## config.mk

```make
export PLATFORM = sky130hd
export DESIGN_NAME = clock_victim_sel
export DESIGN_NICKNAME = d
export VERILOG_FILES = /design/src/rtl/cvs_pkg.sv /design/src/rtl/cvs_frame_status.sv /design/src/rtl/cvs_free_pick.sv /design/src/rtl/cvs_hand_scan.sv /design/src/rtl/clock_victim_sel.sv
export SDC_FILE = /design/constraint.sdc
export NUM_CORES = 1
export LEC_CHECK = 0
export BUFFER_PORTS_ARGS = -buffer_cell sky130_fd_sc_hd__buf_2
export CELL_PAD_IN_SITES_DETAIL_PLACEMENT = 1
export CELL_PAD_IN_SITES_GLOBAL_PLACEMENT = 1
export CORE_MARGIN = 1.5
export CORE_UTILIZATION = 45
export CTS_BUF_LIST = sky130_fd_sc_hd__clkbuf_2
export DETAILED_ROUTE_END_ITERATION = 10
export PLACE_DENSITY = 0.82
export SKIP_CTS_REPAIR_TIMING = 1
export SLEW_MARGIN = 40
export SYNTH_ARGS = -nofsm -noshare
export SYNTH_HDL_FRONTEND = slang
export SYNTH_HIERARCHICAL = 1
export SYNTH_SLANG_ARGS = --single-unit
```

## constraint.sdc

```tcl
create_clock -name clk -period 5.5 [get_ports clk]
set_clock_uncertainty 0.1 [all_clocks]
set_input_delay 0.55 -clock clk [delete_from_list [all_inputs] [get_ports clk]]
set_output_delay 0.55 -clock clk [all_outputs]
set_load 0.03 [all_outputs]
```

## src/rtl/cvs_pkg.sv

```systemverilog
package cvs_pkg;
   typedef enum logic [0:0] {
      HAND_IDLE = 1'b0,
      HAND_SCAN = 1'b1
   } hand_state_t;
endpackage

```

## src/rtl/cvs_frame_status.sv

```systemverilog
module cvs_frame_status #(
   parameter int NUM_FRAMES = 8,
   parameter int IDX_W      = 3
) (
   input  logic                  clk,
   input  logic                  rst_n,
   input  logic                  ref_en,
   input  logic [IDX_W-1:0]      ref_idx,
   input  logic                  ref_wr,
   input  logic                  inv_en,
   input  logic [IDX_W-1:0]      inv_idx,
   input  logic                  clr_en,
   input  logic [IDX_W-1:0]      clr_idx,
   input  logic                  claim_en,
   input  logic [IDX_W-1:0]      claim_idx,
   output logic [NUM_FRAMES-1:0] valid_vec,
   output logic [NUM_FRAMES-1:0] ref_vec,
   output logic [NUM_FRAMES-1:0] mod_vec
);
   for (genvar g = 0; g < NUM_FRAMES; g++) begin : g_frame
      logic v_q, r_q, m_q;
      logic hit_ref, hit_inv, hit_clr, hit_claim;

      assign hit_ref   = ref_en   && (ref_idx   == IDX_W'(g));
      assign hit_inv   = inv_en   && (inv_idx   == IDX_W'(g));
      assign hit_clr   = clr_en   && (clr_idx   == IDX_W'(g));
      assign hit_claim = claim_en && (claim_idx == IDX_W'(g));

      always_ff @(posedge clk or negedge rst_n) begin
         if (!rst_n) begin
            v_q <= 1'b0;
            r_q <= 1'b0;
            m_q <= 1'b0;
         end else if (hit_inv) begin
            v_q <= 1'b0;
            r_q <= 1'b0;
            m_q <= 1'b0;
         end else begin
            if (hit_claim)
               v_q <= 1'b1;
            if (hit_ref)
               r_q <= 1'b1;
            else if (hit_claim || hit_clr)
               r_q <= 1'b0;
            if (hit_ref && ref_wr)
               m_q <= 1'b1;
            else if (hit_claim)
               m_q <= 1'b0;
         end
      end

      assign valid_vec[g] = v_q;
      assign ref_vec[g]   = r_q;
      assign mod_vec[g]   = m_q;
   end
endmodule

```

## src/rtl/cvs_free_pick.sv

```systemverilog
module cvs_free_pick #(
   parameter int NUM_FRAMES = 8,
   parameter int IDX_W      = 3
) (
   input  logic [NUM_FRAMES-1:0] valid_vec,
   output logic                  any_free,
   output logic [IDX_W-1:0]      free_idx
);
   always_comb begin
      any_free = 1'b0;
      free_idx = '0;
      for (int i = NUM_FRAMES - 1; i >= 0; i--) begin
         if (!valid_vec[i]) begin
            any_free = 1'b1;
            free_idx = IDX_W'(i);
         end
      end
   end
endmodule

```

## src/rtl/cvs_hand_scan.sv

```systemverilog
module cvs_hand_scan
   import cvs_pkg::*;
#(
   parameter int NUM_FRAMES = 8,
   parameter int IDX_W      = 3
) (
   input  logic                  clk,
   input  logic                  rst_n,
   input  logic                  req,
   input  logic                  any_free,
   input  logic [IDX_W-1:0]      free_idx,
   input  logic [NUM_FRAMES-1:0] ref_vec,
   input  logic [NUM_FRAMES-1:0] mod_vec,
   input  logic                  ref_en,
   input  logic [IDX_W-1:0]      ref_idx,
   output logic                  clr_en,
   output logic [IDX_W-1:0]      clr_idx,
   output logic                  claim_en,
   output logic [IDX_W-1:0]      claim_idx,
   output logic                  busy,
   output logic                  done,
   output logic [IDX_W-1:0]      victim,
   output logic                  dirty,
   output logic                  placed
);
   localparam logic [IDX_W-1:0] LAST_IDX = IDX_W'(NUM_FRAMES - 1);

   hand_state_t      state_q;
   logic [IDX_W-1:0] hand_q, hand_next;
   logic             done_q, dirty_q, placed_q;
   logic [IDX_W-1:0] victim_q;
   logic             accept, scanning, eff_ref;

   if (NUM_FRAMES == (1 << IDX_W)) begin : g_wrap_pow2
      assign hand_next = hand_q + 1'b1;
   end else begin : g_wrap_cmp
      assign hand_next = (hand_q == LAST_IDX) ? '0 : hand_q + 1'b1;
   end

   assign scanning  = (state_q == HAND_SCAN);
   assign accept    = req && !scanning && !done_q;
   assign eff_ref   = ref_vec[hand_q] || (ref_en && (ref_idx == hand_q));

   assign clr_en    = scanning && eff_ref;
   assign clr_idx   = hand_q;
   assign claim_en  = (accept && any_free) || (scanning && !eff_ref);
   assign claim_idx = scanning ? hand_q : free_idx;

   always_ff @(posedge clk or negedge rst_n) begin
      if (!rst_n) begin
         state_q  <= HAND_IDLE;
         hand_q   <= '0;
         done_q   <= 1'b0;
         dirty_q  <= 1'b0;
         placed_q <= 1'b0;
         victim_q <= '0;
      end else begin
         done_q <= 1'b0;
         if (scanning) begin
            hand_q <= hand_next;
            if (!eff_ref) begin
               state_q  <= HAND_IDLE;
               done_q   <= 1'b1;
               victim_q <= hand_q;
               dirty_q  <= mod_vec[hand_q];
               placed_q <= 1'b0;
            end
         end else if (accept) begin
            if (any_free) begin
               done_q   <= 1'b1;
               victim_q <= free_idx;
               dirty_q  <= 1'b0;
               placed_q <= 1'b1;
            end else begin
               state_q <= HAND_SCAN;
            end
         end
      end
   end

   assign busy   = scanning;
   assign done   = done_q;
   assign victim = victim_q;
   assign dirty  = dirty_q;
   assign placed = placed_q;
endmodule

```

## src/rtl/clock_victim_sel.sv

```systemverilog
module clock_victim_sel #(
   parameter int NUM_FRAMES = 8,
   parameter int IDX_W      = (NUM_FRAMES > 1) ? $clog2(NUM_FRAMES) : 1
) (
   input  logic             clk,
   input  logic             rst_n,
   input  logic             req_i,
   input  logic             ref_en_i,
   input  logic [IDX_W-1:0] ref_frame_i,
   input  logic             ref_write_i,
   input  logic             inv_en_i,
   input  logic [IDX_W-1:0] inv_frame_i,
   output logic             busy_o,
   output logic             done_o,
   output logic [IDX_W-1:0] victim_o,
   output logic             dirty_o,
   output logic             placed_o
);
   if (NUM_FRAMES < 2) begin : g_bad_count
      $error("clock_victim_sel: NUM_FRAMES must be at least 2");
   end
   if ((1 << IDX_W) < NUM_FRAMES) begin : g_bad_width
      $error("clock_victim_sel: IDX_W too narrow for NUM_FRAMES");
   end

   logic [NUM_FRAMES-1:0] valid_vec, ref_vec, mod_vec;
   logic                  any_free;
   logic [IDX_W-1:0]      free_idx;
   logic                  clr_en, claim_en;
   logic [IDX_W-1:0]      clr_idx, claim_idx;

   cvs_frame_status #(.NUM_FRAMES(NUM_FRAMES), .IDX_W(IDX_W)) u_status (
      .clk       (clk),
      .rst_n     (rst_n),
      .ref_en    (ref_en_i),
      .ref_idx   (ref_frame_i),
      .ref_wr    (ref_write_i),
      .inv_en    (inv_en_i),
      .inv_idx   (inv_frame_i),
      .clr_en    (clr_en),
      .clr_idx   (clr_idx),
      .claim_en  (claim_en),
      .claim_idx (claim_idx),
      .valid_vec (valid_vec),
      .ref_vec   (ref_vec),
      .mod_vec   (mod_vec)
   );

   cvs_free_pick #(.NUM_FRAMES(NUM_FRAMES), .IDX_W(IDX_W)) u_free (
      .valid_vec (valid_vec),
      .any_free  (any_free),
      .free_idx  (free_idx)
   );

   cvs_hand_scan #(.NUM_FRAMES(NUM_FRAMES), .IDX_W(IDX_W)) u_hand (
      .clk       (clk),
      .rst_n     (rst_n),
      .req       (req_i),
      .any_free  (any_free),
      .free_idx  (free_idx),
      .ref_vec   (ref_vec),
      .mod_vec   (mod_vec),
      .ref_en    (ref_en_i),
      .ref_idx   (ref_frame_i),
      .clr_en    (clr_en),
      .clr_idx   (clr_idx),
      .claim_en  (claim_en),
      .claim_idx (claim_idx),
      .busy      (busy_o),
      .done      (done_o),
      .victim    (victim_o),
      .dirty     (dirty_o),
      .placed    (placed_o)
   );
endmodule

```

==> flow_metrics.env <==
export IMPL_rsz0062_at_grt="false"
export IMPL_period_minus_slack_ps=2959
export IMPL_gp_congestion=0.8119
export IMPL_dieArea_mm2=0.004980
export IMPL_clock_latency_ps=410
export IMPL_cts_sinks=34
export IMPL_fillers=497
export IMPL_drcViolationCount=0
export IMPL_overflow=0
export IMPL_yosysTopAreaCell="dfrtp_1"
export IMPL_cp_cell_sequence="mux4_2 -> mux2i_4 -> a31oi_4 -> inv_1 -> or4b_4 -> a32oi_1 -> nor2_1"
export IMPL_p_sw_share_pct=38.65
export IMPL_clkPwrFrac_pct=14.7
export IMPL_yosysMostFrequentCell="dfrtp_1"
export IMPL_diodes=0
export IMPL_hpwl_um=3409
export IMPL_synth_nets=214
export IMPL_synthArstFlopShare_pct=100.0
export IMPL_avgViaCountPerCell=5.876
export IMPL_ys_flop_type="dfrtp_1"
export IMPL_synth_area_mm2=0.002054
export IMPL_area_growth_synth_to_final_pct=-0.2434
export IMPL_ctsHtreeMaxLevel=2
export IMPL_synth_edf_count=0
export IMPL_arrival_ps=3150
export IMPL_synth_common_cells="34 x dfrtp_1, 26 x nor2_1, 25 x buf_4"
export IMPL_die_w_um=70.57
export IMPL_wl_per_cell_um=18.56
export IMPL_synthCells=201
export IMPL_max_vdd_ir_drop_mv=0.1345
export IMPL_endpoint_kind="flop"
export IMPL_netlist_cell_type_count=44
export IMPL_grt_pass1_wl_um=7465
export IMPL_nets=211
export IMPL_worstSetupPathType="flop to flop"
export IMPL_timing_hold_ws_ps=395.7
export IMPL_io_pins=19
export IMPL_power_density_mw_per_mm2=397.6
export IMPL_setup_tns_ps=0
export IMPL_synthTopCellsByArea="dfrtp_1 41%, buf_4 9.1%, nor2_1 4.8%"
export IMPL_fmax_ghz=0.3380
export IMPL_drtIter0Drc=77
export IMPL_fin_crit_sh_pct=53.80
export IMPL_drive_gt1_share_pct=19.10
export IMPL_grt_max_degree=35
export IMPL_cp_data_required_time_ps=5690
export IMPL_grt_pass1_vias=1461
export IMPL_ys_seq_area_share_pct=41.41
export IMPL_p_sw_uw=314.9
export IMPL_combPwrFrac_pct=37.2
export IMPL_hold_viol=0
export IMPL_synth_top_family_by_area="simple AND/OR/NAND/NOR gates"
export IMPL_synth_simple_gate_area_share_pct=20.58
export IMPL_crit_fanout=16
export IMPL_internal_power_uw=499.9
export IMPL_antenna_found_initial=0
export IMPL_setup_viol=0
export IMPL_wl_um=4658
export IMPL_die_h_um=70.57
export IMPL_cts_clk_slew_worst_paths_ps=180
export IMPL_finalInstanceArea_mm2=0.002049
export IMPL_synth_top_area_share_pct=41.41
export IMPL_muxShareOfSynthArea_pct=11.21
export IMPL_root_buffer="clkbuf_2"
export IMPL_vias=1475
export IMPL_ant_nets=0
export IMPL_p_seq_share_pct=48.1
export IMPL_max_slew_margin_pct=53.33
export IMPL_postLayoutSetupSlackWorst_ps=2541
export IMPL_critPathSlowestCell="dfrtp_1"
export IMPL_startpoint_type="flop"
export IMPL_critPathMaxStageDelay_ps=750
export IMPL_place_ws_ps=2557
export IMPL_drt_pass1_iterations=4
export IMPL_dpl_instance_area_mm2=0.001998
export IMPL_yosysWarnings=6
export IMPL_post_route_util_pct=46.75
export IMPL_maxCapViolCount=0
export IMPL_cts_buffers_inserted=5
export IMPL_start_util_pct=46.86
export IMPL_core_area_mm2=0.004384
export IMPL_drv_slew=0
export IMPL_synthAdderAreaFrac_pct=0.6090
export IMPL_synth_xor_area_share_pct=2.132
export IMPL_groute_usage_overall_pct=19.84
export IMPL_rows=24
export IMPL_outcome="complete, no violations"
export IMPL_worst_slew_pin_slew_ps=694.7
export IMPL_io_buffer_count=18
export IMPL_synth_compound_area_share_pct=11.39
export IMPL_tritoncts="built"
export IMPL_syn_avg_cell_area_um2=10.22
export IMPL_p_leak_uw=0.0009369
export IMPL_cts_buffer_depth=2
export IMPL_ys_seq_elements=34
export IMPL_hold_path_class="input port to flop"
-- power by group through the flow --
| stage | clock [uW] | sequential (uW) | combinational (uW) |
|---|---|---|---|
| floorplan | 0 | 389 | 313 |
| finish | 120 | 392 | 303 |
| CTS | 125 | 391 | 302 |
| global route | 131 | 403 | 331 |
| detailed placement | 0 | 397 | 301 |
| global placement | 0 | 395 | 285 |
-- flip-flops by register name (all words and copies together) (netlist names), 3 cells and up --
register and cells:
u_status/g_frame.m_q 8, u_status/g_frame.r_q 8, u_status/g_frame.v_q 8, u_hand/clr_idx 3
u_hand/victim 3
-- per-layer routing --
layer  track usage [%]  up-vias  wire length (um)
met2             31.55       39              2209
met1             27.10      742              2171
met4             8.176        0                77
met5                 0        -                 0
met3             3.419        8               199
li1                  -      686                 -
-- stage by stage --
stage | power, uW | cells
after floorplan | 702.3 | 201
after global placement | 680.1 | 242
after detailed placement | 697.9 | 242
after CTS | 817.5 | 250
after global routing | 864.4 | 251
final | 814.8 | 251
-- final timing paths --
path	from	endpoint	slack, ps	depth (start not counted)
worst max-delay path	u_hand/clr_idx[0]	u_status/g_frame[0].r_q	2540	7
min in group asynchronous	rst_n	u_hand/victim[2]	500	2
max in group asynchronous	rst_n	u_status/g_frame[0].m_q	4480	2
worst max register to register	u_hand/clr_idx[0]	u_status/g_frame[0].r_q	2540	7
worst min-delay path	ref_write_i	u_status/g_frame[7].m_q	400	3
worst min register to register	u_hand/placed	u_hand/placed	400	1
-- kinds of logic (layout without fill, tap and decap cells) --
logic type	Yosys count	in the layout
flops	34	34
fa+ha+maj	1	1
mux	14	14
buf+inv	42	40
simple gates	74	74
xor+xnor	5	5
compound gates	31	31
-- layout make-up --
class	count	area, um2	share of cell area [%]
inverter	13	48.80	2.381
clock buffer	6	30.03	1.465
sequential	34	850.8	41.51
timing repair buffer	19	102.6	5.006
multi-input combinational	125	943.4	46.03
clock inverter	2	8.758	0.4273
tap	52	65.06	3.175
-- critical path: cells and delay by family (launching register included) --
kind	cells	cell delay, ps
simple gates	2	560
compound gates	2	370
flops	1	750
buf+inv	1	230
mux	2	830
-- layout by cell type (no fill, tap or decap), types with 4 or more instances in the layout --
cell / n
buf_2: 17
clkbuf_2: 6
nand2_1: 15
inv_1: 13
dfrtp_1: 34
nand2b_1: 5
nand4b_1: 6
xnor2_1: 4
a21oi_1: 10
mux2_2: 4
nor2_1: 26
a32oi_1: 10
Note: power is estimated with default switching activity, not from simulation.
